$ cat config.mk
export PLATFORM = sky130hd
export DESIGN_NAME = sar_seq_top
export DESIGN_NICKNAME = d
export VERILOG_FILES = /design/src/rtl/sar_pkg.sv /design/src/rtl/sar_engine.sv /design/src/rtl/sar_regs.sv /design/src/rtl/sar_seq_top.sv
export SDC_FILE = /design/constraint.sdc
export NUM_CORES = 1
export LEC_CHECK = 0
export CAP_MARGIN = 5
export CORE_UTILIZATION = 30
export CTS_CLUSTER_DIAMETER = 100
export CTS_CLUSTER_SIZE = 10
export DETAILED_ROUTE_END_ITERATION = 12
export SYNTH_ARGS = -nofsm -noshare
export SYNTH_HDL_FRONTEND = slang
export SYNTH_HIERARCHICAL = 1
export SYNTH_SLANG_ARGS = --single-unit
$ cat constraint.sdc
create_clock -name clk -period 3.24 [get_ports clk]
set_input_delay 0.648 -clock clk [delete_from_list [all_inputs] [get_ports clk]]
set_output_delay 0.648 -clock clk [all_outputs]
set_load 0.01 [all_outputs]
$ cat src/rtl/sar_pkg.sv
package sar_pkg;
    localparam int ADDR_W = 8;

    localparam logic [ADDR_W-1:0] OFS_CTL0 = 8'h00;
    localparam logic [ADDR_W-1:0] OFS_CTL1 = 8'h04;
    localparam logic [ADDR_W-1:0] OFS_CTL2 = 8'h08;
    localparam logic [ADDR_W-1:0] OFS_CTL3 = 8'h0C;
    localparam logic [ADDR_W-1:0] OFS_INTC = 8'h20;
    localparam logic [ADDR_W-1:0] OFS_STAT = 8'h24;
    localparam logic [ADDR_W-1:0] OFS_DIVR = 8'h28;
    localparam logic [ADDR_W-1:0] OFS_DATA = 8'h30;

    localparam logic [15:0] SAMP_RESET = 16'h0578;
    localparam logic [7:0]  CMP_RESET  = 8'h0E;
    localparam logic [8:0]  DIV_FIXED  = 9'd4;

    typedef enum logic [1:0] {
        ENG_IDLE,
        ENG_SAMPLE,
        ENG_CONV
    } eng_state_e;
endpackage

$ cat src/rtl/sar_engine.sv
module sar_engine
    import sar_pkg::*;
#(
    parameter int NUM_CH   = 8,
    parameter int RES_BITS = 12,
    parameter int SAMP_W   = 16,
    localparam int CH_W    = $clog2(NUM_CH),
    localparam int BIT_W   = $clog2(RES_BITS)
) (
    input  logic                clk,
    input  logic                rst_n,
    input  logic                start,
    input  logic                run_en,
    input  logic [NUM_CH-1:0]   bitmap,
    input  logic                repeat_mode,
    input  logic [SAMP_W-1:0]   samp_len,
    input  logic                cmp_in,
    output logic                busy,
    output logic                sample_en,
    output logic [CH_W-1:0]     chan,
    output logic [RES_BITS-1:0] dac_code,
    output logic                done,
    output logic [CH_W-1:0]     done_ch,
    output logic [RES_BITS-1:0] done_code,
    output logic                scan_end
);
    typedef struct packed {
        eng_state_e           state;
        logic [CH_W-1:0]      ch;
        logic [SAMP_W-1:0]    cnt;
        logic [BIT_W-1:0]     bitn;
        logic [RES_BITS-1:0]  acc;
        logic                 done;
        logic [CH_W-1:0]      dch;
        logic [RES_BITS-1:0]  code;
        logic                 fin;
    } eng_t;

    eng_t eng_d, eng_q;

    function automatic logic [CH_W-1:0] lowest_set(input logic [NUM_CH-1:0] m);
        logic [CH_W-1:0] r = '0;
        for (int i = NUM_CH - 1; i >= 0; i--) begin
            if (m[i]) r = CH_W'(i);
        end
        return r;
    endfunction

    function automatic logic [CH_W:0] next_above(input logic [NUM_CH-1:0] m,
                                                 input logic [CH_W-1:0]   cur);
        logic [CH_W:0] r = '0;
        for (int i = NUM_CH - 1; i >= 0; i--) begin
            if (m[i] && (i > int'(cur))) r = {1'b1, CH_W'(i)};
        end
        return r;
    endfunction

    logic [SAMP_W-1:0]   load_cnt;
    logic [RES_BITS-1:0] trial;
    logic [RES_BITS-1:0] acc_new;
    logic [CH_W:0]       nxt;

    always_comb begin
        load_cnt = (samp_len == '0) ? '0 : samp_len - 1'b1;
        trial    = eng_q.acc | (RES_BITS'(1) << eng_q.bitn);
        acc_new  = cmp_in ? trial : eng_q.acc;
        nxt      = next_above(bitmap, eng_q.ch);

        eng_d      = eng_q;
        eng_d.done = 1'b0;
        eng_d.fin  = 1'b0;

        if (eng_q.state == ENG_IDLE || !run_en) begin
            eng_d.state = ENG_IDLE;
            if (start) begin
                eng_d.state = ENG_SAMPLE;
                eng_d.ch    = lowest_set(bitmap);
                eng_d.cnt   = load_cnt;
            end
        end else if (eng_q.state == ENG_SAMPLE) begin
            if (eng_q.cnt == '0) begin
                eng_d.state = ENG_CONV;
                eng_d.bitn  = BIT_W'(RES_BITS - 1);
                eng_d.acc   = '0;
            end else begin
                eng_d.cnt = eng_q.cnt - 1'b1;
            end
        end else begin
            eng_d.acc = acc_new;
            if (eng_q.bitn == '0) begin
                eng_d.done = 1'b1;
                eng_d.dch  = eng_q.ch;
                eng_d.code = acc_new;
                if (nxt[CH_W]) begin
                    eng_d.state = ENG_SAMPLE;
                    eng_d.ch    = nxt[CH_W-1:0];
                    eng_d.cnt   = load_cnt;
                end else if (repeat_mode && (|bitmap)) begin
                    eng_d.state = ENG_SAMPLE;
                    eng_d.ch    = lowest_set(bitmap);
                    eng_d.cnt   = load_cnt;
                end else begin
                    eng_d.state = ENG_IDLE;
                    eng_d.fin   = 1'b1;
                end
            end else begin
                eng_d.bitn = eng_q.bitn - 1'b1;
            end
        end
    end

    always_ff @(posedge clk or negedge rst_n) begin
        if (!rst_n) begin
            eng_q <= '{state: ENG_IDLE, default: '0};
        end else begin
            eng_q <= eng_d;
        end
    end

    assign busy      = (eng_q.state != ENG_IDLE);
    assign sample_en = (eng_q.state == ENG_SAMPLE);
    assign chan      = eng_q.ch;
    assign dac_code  = (eng_q.state == ENG_CONV) ? trial : '0;
    assign done      = eng_q.done;
    assign done_ch   = eng_q.dch;
    assign done_code = eng_q.code;
    assign scan_end  = eng_q.fin;
endmodule

$ cat src/rtl/sar_regs.sv
module sar_regs
    import sar_pkg::*;
#(
    parameter int NUM_CH   = 8,
    parameter int RES_BITS = 12,
    parameter int SAMP_W   = 16,
    localparam int CH_W    = $clog2(NUM_CH)
) (
    input  logic                clk,
    input  logic                rst_n,
    input  logic [ADDR_W-1:0]   addr,
    input  logic                we,
    input  logic [31:0]         wdata,
    output logic [31:0]         rdata,
    input  logic                eng_busy,
    input  logic                eng_done,
    input  logic [CH_W-1:0]     eng_done_ch,
    input  logic [RES_BITS-1:0] eng_code,
    input  logic                eng_end,
    output logic                run_en,
    output logic                start,
    output logic [NUM_CH-1:0]   bitmap,
    output logic                repeat_mode,
    output logic [SAMP_W-1:0]   samp_len,
    output logic                active,
    output logic [NUM_CH-1:0]   stat_flags,
    output logic                stat_err,
    output logic                irq
);
    typedef struct packed {
        logic                             en;
        logic                             pwr;
        logic                             srst;
        logic                             trg;
        logic                             sel;
        logic                             buf1;
        logic                             rpt;
        logic [1:0]                       edg;
        logic [NUM_CH-1:0]                bmap;
        logic [7:0]                       cmp;
        logic [SAMP_W-1:0]                samp;
        logic [NUM_CH-1:0]                ie;
        logic                             eie;
        logic                             lvl;
        logic [NUM_CH-1:0]                dst;
        logic                             est;
        logic                             irq;
        logic [NUM_CH-1:0][RES_BITS-1:0]  data;
    } regs_t;

    regs_t reg_d, reg_q;

    logic              act_q;
    logic              hold;
    logic              err_set;
    logic              evt;
    logic [ADDR_W-1:0] dofs;
    logic              data_hit;

    // next-state logic for every register
    always_comb begin
        reg_d   = reg_q;
        start   = 1'b0;
        err_set = 1'b0;
        act_q   = reg_q.pwr & reg_q.srst;

        if (we) begin
            case (addr)
                OFS_CTL0: begin
                    reg_d.pwr  = wdata[2];
                    reg_d.srst = wdata[15];
                    if (!wdata[0]) begin
                        reg_d.en = 1'b0;
                    end else if (act_q && wdata[2] && wdata[15]) begin
                        if (|reg_q.bmap) begin
                            reg_d.en = 1'b1;
                            start    = 1'b1;
                        end else begin
                            err_set = 1'b1;
                        end
                    end
                end
                OFS_CTL1: begin
                    reg_d.trg  = wdata[0];
                    reg_d.sel  = wdata[2];
                    reg_d.buf1 = wdata[4];
                    reg_d.rpt  = wdata[8];
                    reg_d.edg  = wdata[13:12];
                end
                OFS_CTL2: reg_d.bmap = wdata[NUM_CH-1:0];
                OFS_CTL3: begin
                    reg_d.cmp  = wdata[23:16];
                    reg_d.samp = wdata[SAMP_W-1:0];
                end
                OFS_INTC: begin
                    reg_d.ie  = wdata[NUM_CH-1:0];
                    reg_d.eie = wdata[16];
                    reg_d.lvl = wdata[31];
                end
                OFS_STAT: begin
                    reg_d.dst = reg_q.dst & ~wdata[NUM_CH-1:0];
                    reg_d.est = reg_q.est & ~wdata[16];
                end
                default: ;
            endcase
        end

        if (eng_end && !start) reg_d.en = 1'b0;
        if (eng_done) begin
            reg_d.data[eng_done_ch] = eng_code;
            reg_d.dst[eng_done_ch]  = 1'b1;
        end
        if (err_set) reg_d.est = 1'b1;

        hold = !act_q || !(reg_d.pwr && reg_d.srst);
        if (hold) begin
            reg_d.en  = 1'b0;
            reg_d.dst = '0;
            reg_d.est = 1'b0;
        end

        evt = (eng_done && reg_q.ie[eng_done_ch]) || (err_set && reg_q.eie);
        if (reg_d.lvl) begin
            reg_d.irq = (|(reg_d.dst & reg_d.ie)) || (reg_d.est && reg_d.eie);
        end else begin
            reg_d.irq = evt && !hold;
        end
    end

    always_ff @(posedge clk or negedge rst_n) begin
        if (!rst_n) begin
            reg_q      <= '0;
            reg_q.cmp  <= CMP_RESET;
            reg_q.samp <= SAMP_W'(SAMP_RESET);
        end else begin
            reg_q <= reg_d;
        end
    end

    // read mux
    always_comb begin
        rdata    = '0;
        dofs     = addr - OFS_DATA;
        data_hit = (addr >= OFS_DATA) && (dofs[1:0] == 2'b00)
                   && (int'(dofs[ADDR_W-1:2]) < NUM_CH);
        case (addr)
            OFS_CTL0: rdata = {16'h0, reg_q.srst, 12'h0, reg_q.pwr, eng_busy, reg_q.en};
            OFS_CTL1: begin
                rdata[0]     = reg_q.trg;
                rdata[2]     = reg_q.sel;
                rdata[4]     = reg_q.buf1;
                rdata[8]     = reg_q.rpt;
                rdata[13:12] = reg_q.edg;
            end
            OFS_CTL2: rdata[NUM_CH-1:0] = reg_q.bmap;
            OFS_CTL3: begin
                rdata[23:16]       = reg_q.cmp;
                rdata[SAMP_W-1:0]  = reg_q.samp;
            end
            OFS_INTC: begin
                rdata[NUM_CH-1:0] = reg_q.ie;
                rdata[16]         = reg_q.eie;
                rdata[31]         = reg_q.lvl;
            end
            OFS_STAT: begin
                rdata[NUM_CH-1:0] = reg_q.dst;
                rdata[16]         = reg_q.est;
            end
            OFS_DIVR: rdata[8:0] = DIV_FIXED;
            default: begin
                if (data_hit) rdata[RES_BITS-1:0] = reg_q.data[dofs[2 +: CH_W]];
            end
        endcase
    end

    assign run_en      = reg_q.en;
    assign bitmap      = reg_q.bmap;
    assign repeat_mode = reg_q.rpt;
    assign samp_len    = reg_q.samp;
    assign active      = act_q;
    assign stat_flags  = reg_q.dst;
    assign stat_err    = reg_q.est;
    assign irq         = reg_q.irq;
endmodule

$ cat src/rtl/sar_seq_top.sv
module sar_seq_top
    import sar_pkg::*;
#(
    parameter int NUM_CH   = 8,
    parameter int RES_BITS = 12,
    parameter int SAMP_W   = 16,
    localparam int CH_W    = $clog2(NUM_CH)
) (
    input  logic                clk,
    input  logic                rst_n,
    input  logic [ADDR_W-1:0]   reg_addr,
    input  logic                reg_we,
    input  logic [31:0]         reg_wdata,
    output logic [31:0]         reg_rdata,
    input  logic                cmp_in,
    output logic [RES_BITS-1:0] dac_code,
    output logic                sample_en,
    output logic [CH_W-1:0]     conv_chan,
    output logic                irq
);
    logic                run_en;
    logic                start_pulse;
    logic [NUM_CH-1:0]   bitmap;
    logic                repeat_mode;
    logic [SAMP_W-1:0]   samp_len;
    logic                regs_active;
    logic [NUM_CH-1:0]   stat_flags;
    logic                stat_err;
    logic                eng_busy;
    logic                eng_done;
    logic [CH_W-1:0]     eng_done_ch;
    logic [RES_BITS-1:0] eng_code;
    logic                eng_end;

    sar_regs #(
        .NUM_CH(NUM_CH), .RES_BITS(RES_BITS), .SAMP_W(SAMP_W)
    ) u_regs (
        .clk         (clk),
        .rst_n       (rst_n),
        .addr        (reg_addr),
        .we          (reg_we),
        .wdata       (reg_wdata),
        .rdata       (reg_rdata),
        .eng_busy    (eng_busy),
        .eng_done    (eng_done),
        .eng_done_ch (eng_done_ch),
        .eng_code    (eng_code),
        .eng_end     (eng_end),
        .run_en      (run_en),
        .start       (start_pulse),
        .bitmap      (bitmap),
        .repeat_mode (repeat_mode),
        .samp_len    (samp_len),
        .active      (regs_active),
        .stat_flags  (stat_flags),
        .stat_err    (stat_err),
        .irq         (irq)
    );

    sar_engine #(
        .NUM_CH(NUM_CH), .RES_BITS(RES_BITS), .SAMP_W(SAMP_W)
    ) u_engine (
        .clk         (clk),
        .rst_n       (rst_n),
        .start       (start_pulse),
        .run_en      (run_en),
        .bitmap      (bitmap),
        .repeat_mode (repeat_mode),
        .samp_len    (samp_len),
        .cmp_in      (cmp_in),
        .busy        (eng_busy),
        .sample_en   (sample_en),
        .chan        (conv_chan),
        .dac_code    (dac_code),
        .done        (eng_done),
        .done_ch     (eng_done_ch),
        .done_code   (eng_code),
        .scan_end    (eng_end)
    );
endmodule

==> run_results.csv, run 1 <==
group,metric,value,unit
die,core_area,37600,um2
critical_path,arrival,2.54,ns
grt,overflow,0,
critical_path,crit_type,"in2out",
routing,drc,0,
critical_path,cp-end-kind,"output port",
die,rows,71,
outcome,status,"finished clean",
routing,drt_iter0_markers,540,
sta,finalCritPeriodShare,98.5,%
placed_design,io_buffers,78,
cts,clock_path_buffers,3,
sta,maxSlewHeadroom,46.8,%
pwr,powerDensity,409,nW/um2
cells_and_area,fin_nets,1177,
sta,max_clock_freq,0.313,GHz
sta,tightest_slew,0.793,ns
cells_and_area,final_cell_mix,"202 x dfrtp_1, 147 x mux2_2, 81 x buf_4",
grt,grt_use_met2,26.7,%
sta,fin_skew,0.0246,ns
die,io-pin-count,93,
cells_and_area,n_antenna_cell,0,
routing,drtAntennaViolNets,0,
cts,clock-sinks,211,
placed_design,placed_cell_area,13000,um2
die,fp.dieArea,39000,um2
cts,cts_hold_buf,0,
sta,slew_viol_final,0,
routing,viasPerCell,5.10,
cts,tritoncts,"yes",
critical_path,path_max_fanout,6,
cts,cts.clk_slew.worst_paths,0.05,ns
grt,use_met3,2.70,%
critical_path,critPathLaunchType,"input pin",
sta,fin_crit,3.19,ns
job,maxCapViolations,0,
routing,route.vias.total,8368,
cells_and_area,syn2layout_area_growth,20.2,%
grt,grt_use_total,15.9,%
pwr,ir_drop,287,uV
sta,rsz0062_at_grt,"true",
cells_and_area,layout_commonest_cell,"dfrtp_1",
grt,grt_max_degree,79,
sta,setup_ws,0.0483,ns
sta,hold_violations,0,
logic_synthesis,syn_area,11400,um2
grt,grt_pass1_vias,8262,
sta,final-setup-viol-count,0,
cts,htreeDepth,1,
die,die_w,197,um
cts,cts_made_buffers,25,
grt,grt_antenna_before_repair,0,
die,start_util,30.5,%
cells_and_area,fill_cells,3690,
placed_design,dpl_worst_slack,-0.665,ns
placed_design,dp_hpwl,22700,um
logic_synthesis,ys_warn_count,6,
grt,grt_pass1_wl,48400,um
grt,grt.busiest_layer,"met2",
die,dieHeight,197,um
cts,worst_skew_pair.late_latency,0.53,ns
logic_synthesis,syn-instance-count,1022,
routing,wl_per_cell,18.9,um
cells_and_area,final_area,13800,um2
worst_hold_path,hold_path.class,"in2async",
critical_path,reg2reg_slack,0.64,ns
pwr,p_leak,6.34,nW
cts,root_buffer,"clkbuf_16",
placed_design,gp_congestion,0.945,
routing,drt-total-wl,31100,um
logic_synthesis,avgSynthCellArea,11.2,um2
grt,grtUsageMet1,21.6,%
routing,drtPass1Iterations,5,
cells_and_area,drive_above_1_share,30.7,%
critical_path,worstPathRequired,2.59,ns
-- critical path: stages --
cell	delay, ns
dlygate4sd2_1	0.27
nor4_4	0.33
and2_4	0.24
nand2_1	0.06
o2111ai_1	0.11
buf_4	0.22
o21a_1	0.18
o21ai_1	0.07
buf_4	0.14
dlygate4sd2_1	0.28
-- path summary, 6_finish.rpt --
path / startpoint / end / depth (start not counted)
setup / recovery: reg_addr[6] / reg_rdata[4] / 10
hold / removal: rst_n / u_regs/reg_q[71]$_DFFE_PN0P_ / 1
setup reg to reg: u_regs/bitmap[5]$_DFFE_PN0P_ / u_engine/eng_q[46]$_DFFE_PN0P_ / 11
hold reg to reg: u_regs/reg_q[138]$_DFFE_PN0P_ / u_regs/reg_q[138]$_DFFE_PN0P_ / 1
max in group asynchronous: rst_n / u_regs/samp_len[6]$_DFFE_PN1P_ / 2
min in group clk: u_regs/reg_q[138]$_DFFE_PN0P_ / u_regs/reg_q[138]$_DFFE_PN0P_ / 1
-- repair_timing --
item / 4_1_cts / 5_1_grt
setup buffers: 1 / 6
resized for setup: 46 / 13
setup endpoints to repair: 25 / 11
hold endpoints to repair: 0 / 0
pin swaps: 8 / 5
-- report_power, final --
part           internal, W  switching (W)
sequential         0.00267      0.0000386
clock              0.00140        0.00106
combinational     0.000202       0.000255
total              0.00427        0.00136
-- registers in the layout (all words and copies together), names as in the netlist --
register and flops:
u_engine/done 1, u_regs/repeat_mode 1, u_regs/run_en 1, u_engine/chan 3, u_engine/done_ch 3, u_regs/samp_len 16
u_regs/bitmap 8, u_regs/irq 1, u_engine/eng_q 34, u_regs/reg_q 121, u_engine/scan_end 1, u_regs/stat_flags 8
u_regs/stat_err 1, u_engine/done_code 12
-- final cells by class --
| type | count | area, um2 | area share (%) |
|---|---|---|---|
| clock inverter | 2 | 28.8 | 0.209 |
| tap | 511 | 639 | 4.64 |
| clock buffer | 32 | 652 | 4.73 |
| timing repair buffer | 166 | 1500 | 10.9 |
| inverter | 36 | 135 | 0.981 |
| sequential | 211 | 5290 | 38.4 |
| multi-input combinational | 682 | 5520 | 40.1 |
-- metrics by stage --
stage / utilization [%] / cells / power, W / hold WS, ns / setup TNS (ns)
global placement: 34.7 / 1599 / 0.00321 / 0.478 / -11.11
floorplan: - / 1028 / 0.00301 / 0.352 / 0
global route: 36.6 / 1640 / 0.00586 / 0.205 / -0.0664
finish: 36.6 / 1640 / 0.00563 / 0.153 / 0
CTS: 36.5 / 1634 / 0.00570 / 0.183 / 0
detailed placement: 34.7 / 1599 / 0.00322 / 0.484 / -11.20
-- metal layers --
layer / routed length, um / part of all wire (%)
met1: 14000 / 45
met2: 15100 / 49
met3: 1520 / 4.9
met4: 507 / 1.6
met5: 0 / 0
Power figures use the tool's default switching activity.
==> run 2, diff against run 1 <==
--- a/config.mk
+++ b/config.mk
@@ -6,6 +6,7 @@
 export NUM_CORES = 1
 export LEC_CHECK = 0
 export CAP_MARGIN = 5
+export CORE_MARGIN = 3
 export CORE_UTILIZATION = 30
 export CTS_CLUSTER_DIAMETER = 100
 export CTS_CLUSTER_SIZE = 10
==> run_results.csv, run 2 (synthesis gave the netlist of run 1 again) <==
group,metric,value,unit
outcome,status,"finished clean",
sta,tns,0,ns
cells_and_area,regMostFlops,"u_regs/reg_q",
critical_path,worstPathRequired,2.59,ns
placed_design,gp_congestion,0.892,
sta,fin_skew,0.0244,ns
critical_path,path_max_fanout,4,
grt,grt_antenna_before_repair,0,
cells_and_area,drive_above_1_share,31.3,%
critical_path,cp-end-kind,"output port",
cts,root_buffer,"clkbuf_16",
sta,max_clock_freq,0.316,GHz
cells_and_area,final_cell_mix,"202 x dfrtp_1, 147 x mux2_2, 67 x nor2_1",
sta,slew_viol_final,0,
sta,rsz0062_at_grt,"false",
die,start_util,30.8,%
placed_design,dp.cells,1581,
routing,drtAntennaViolNets,0,
pwr,p_comb_share,8.1,%
placed_design,placed_cell_area,12900,um2
sta,maxSlewHeadroom,40.6,%
job,maxCapViolations,0,
pwr,powerDensity,412,nW/um2
cells_and_area,final_area,13700,um2
pwr,internal_power,0.00428,W
routing,drt-total-wl,31500,um
die,dieHeight,201,um
critical_path,critPathLaunchType,"input pin",
die,io-pin-count,93,
grt,grt_pass1_wl,49400,um
critical_path,reg2reg_to,"u_engine/eng_q[43]$_DFFE_PN0P_",
cells_and_area,largest_reg_flops,121,
routing,drc,0,
die,core_area,37100,um2
routing,viasPerCell,5.19,
placed_design,dp_hpwl,22400,um
cells_and_area,layout_commonest_cell,"dfrtp_1",
critical_path,r2r.worst_path.cells,11,
cts,worst_skew_pair.late_latency,0.54,ns
pwr,p_clk_share,44.0,%
die,rows,70,
routing,drt_iter0_markers,509,
cts,htreeDepth,1,
placed_design,io_buffers,78,
grt,grt_pass1_vias,8359,
pwr,p_seq_share,47.9,%
sta,hold_slack,0.0265,ns
cts,cts_made_buffers,25,
die,fp.dieArea,40500,um2
sta,final-setup-viol-count,0,
cells_and_area,syn2layout_area_growth,20.1,%
cts,clock-sinks,211,
pwr,switchingPower,0.00138,W
die,die_w,201,um
sta,hold_violations,0,
cts,cts_hold_buf,0,
routing,route.vias.total,8426,
grt,grt_use_total,15.1,%
critical_path,crit_type,"in2out",
grt,overflow,0,
pwr,ir_drop,382,uV
critical_path,reg2reg_slack,0.59,ns
cells_and_area,fin_nets,1166,
worst_hold_path,hold_path.class,"in2async",
routing,wl_per_cell,19.4,um
cts,cts.clk_slew.worst_paths,0.06,ns
pwr,switching_share,24.4,%
sta,fin_crit,3.16,ns
grt,grt_max_degree,78,
cells_and_area,n_antenna_cell,0,
cts,tritoncts,"yes",
pwr,p_leak,6.23,nW
critical_path,regToRegStartpoint,"u_regs/bitmap[3]$_DFFE_PN0P_",
cells_and_area,fill_cells,3726,
cells_and_area,multi_input_area,5590,um2
critical_path,arrival,2.51,ns
cts,clock_path_buffers,3,
cells_and_area,register_area,5290,um2
cells_and_area,fin_cells,1624,
routing,drtPass1Iterations,7,
sta,tightest_slew,0.889,ns
sta,finalCritPeriodShare,97.6,%
==> run 2: worst max path at each step <==
stage	start	endpoint	slack, ns	cells past startpoint
6_report	reg_addr[5]	reg_rdata[1]	0.08	11
5_1_grt	reg_addr[5]	reg_rdata[1]	0.01	11
4_1_cts	u_engine/eng_q[29]$_DFFE_PN0P_	dac_code[0]	0.03	6
3_5_place_dp	reg_addr[4]	reg_rdata[0]	-0.59	10
3_3_place_gp	reg_addr[4]	reg_rdata[6]	-0.59	10
2_1_floorplan	reg_addr[4]	reg_rdata[10]	0.12	9
==> run 2: routing by layer <==
metal | global-route usage [%] | routed length, um
met4 | 2.87 | 545
met5 | 0 | 0
met1 | 21.4 | 14300
met3 | 1.94 | 1550
met2 | 25.1 | 15100
==> run 2: what timing repair did <==
action,in CTS,in global routing
buffers inserted,6,0
pin swaps,8,3
resized for setup,77,10
endpoints found under the setup margin,25,5
cloned,1,0
==> run 2: area by class of cell <==
type | instances | share of cell area [%]
clock buffer | 34 | 4.80
multi-input combinational | 682 | 40.7
tap | 504 | 4.59
sequential | 211 | 38.5
clock inverter | 2 | 0.209
inverter | 36 | 0.983
timing repair buffer | 155 | 10.3
==> run 2: power by group through the flow <==
stage	Sequential [W]	Combinational [W]	Clock, W
after floorplan	0.00273	0.000275	0
after global placement	0.00276	0.000451	0
after detailed placement	0.00276	0.000455	0
after CTS	0.00271	0.000465	0.00256
after global routing	0.00271	0.000503	0.00266
final	0.00271	0.000460	0.00249
==> run 2: worst max-delay path, cell delays in order <==
cell and delay (ns):
dlygate4sd2_1 0.26, buf_6 0.12, ha_1 0.19, and2_4 0.16
nor2b_4 0.14, buf_4 0.16, a32oi_1 0.21, o21a_1 0.14
o21ai_0 0.07, buf_4 0.14, dlygate4sd2_1 0.27
==> run 2: metrics by stage <==
stage / utilization (%) / worst slack [ns] / total power, W
2_1_floorplan: - / 0.118 / 0.00301
3_3_place_gp: 34.8 / -0.595 / 0.00321
3_5_place_dp: 34.8 / -0.591 / 0.00321
4_1_cts: 37.0 / 0.0264 / 0.00573
5_1_grt: 37.0 / 0.0107 / 0.00588
6_report: 37.0 / 0.0770 / 0.00567
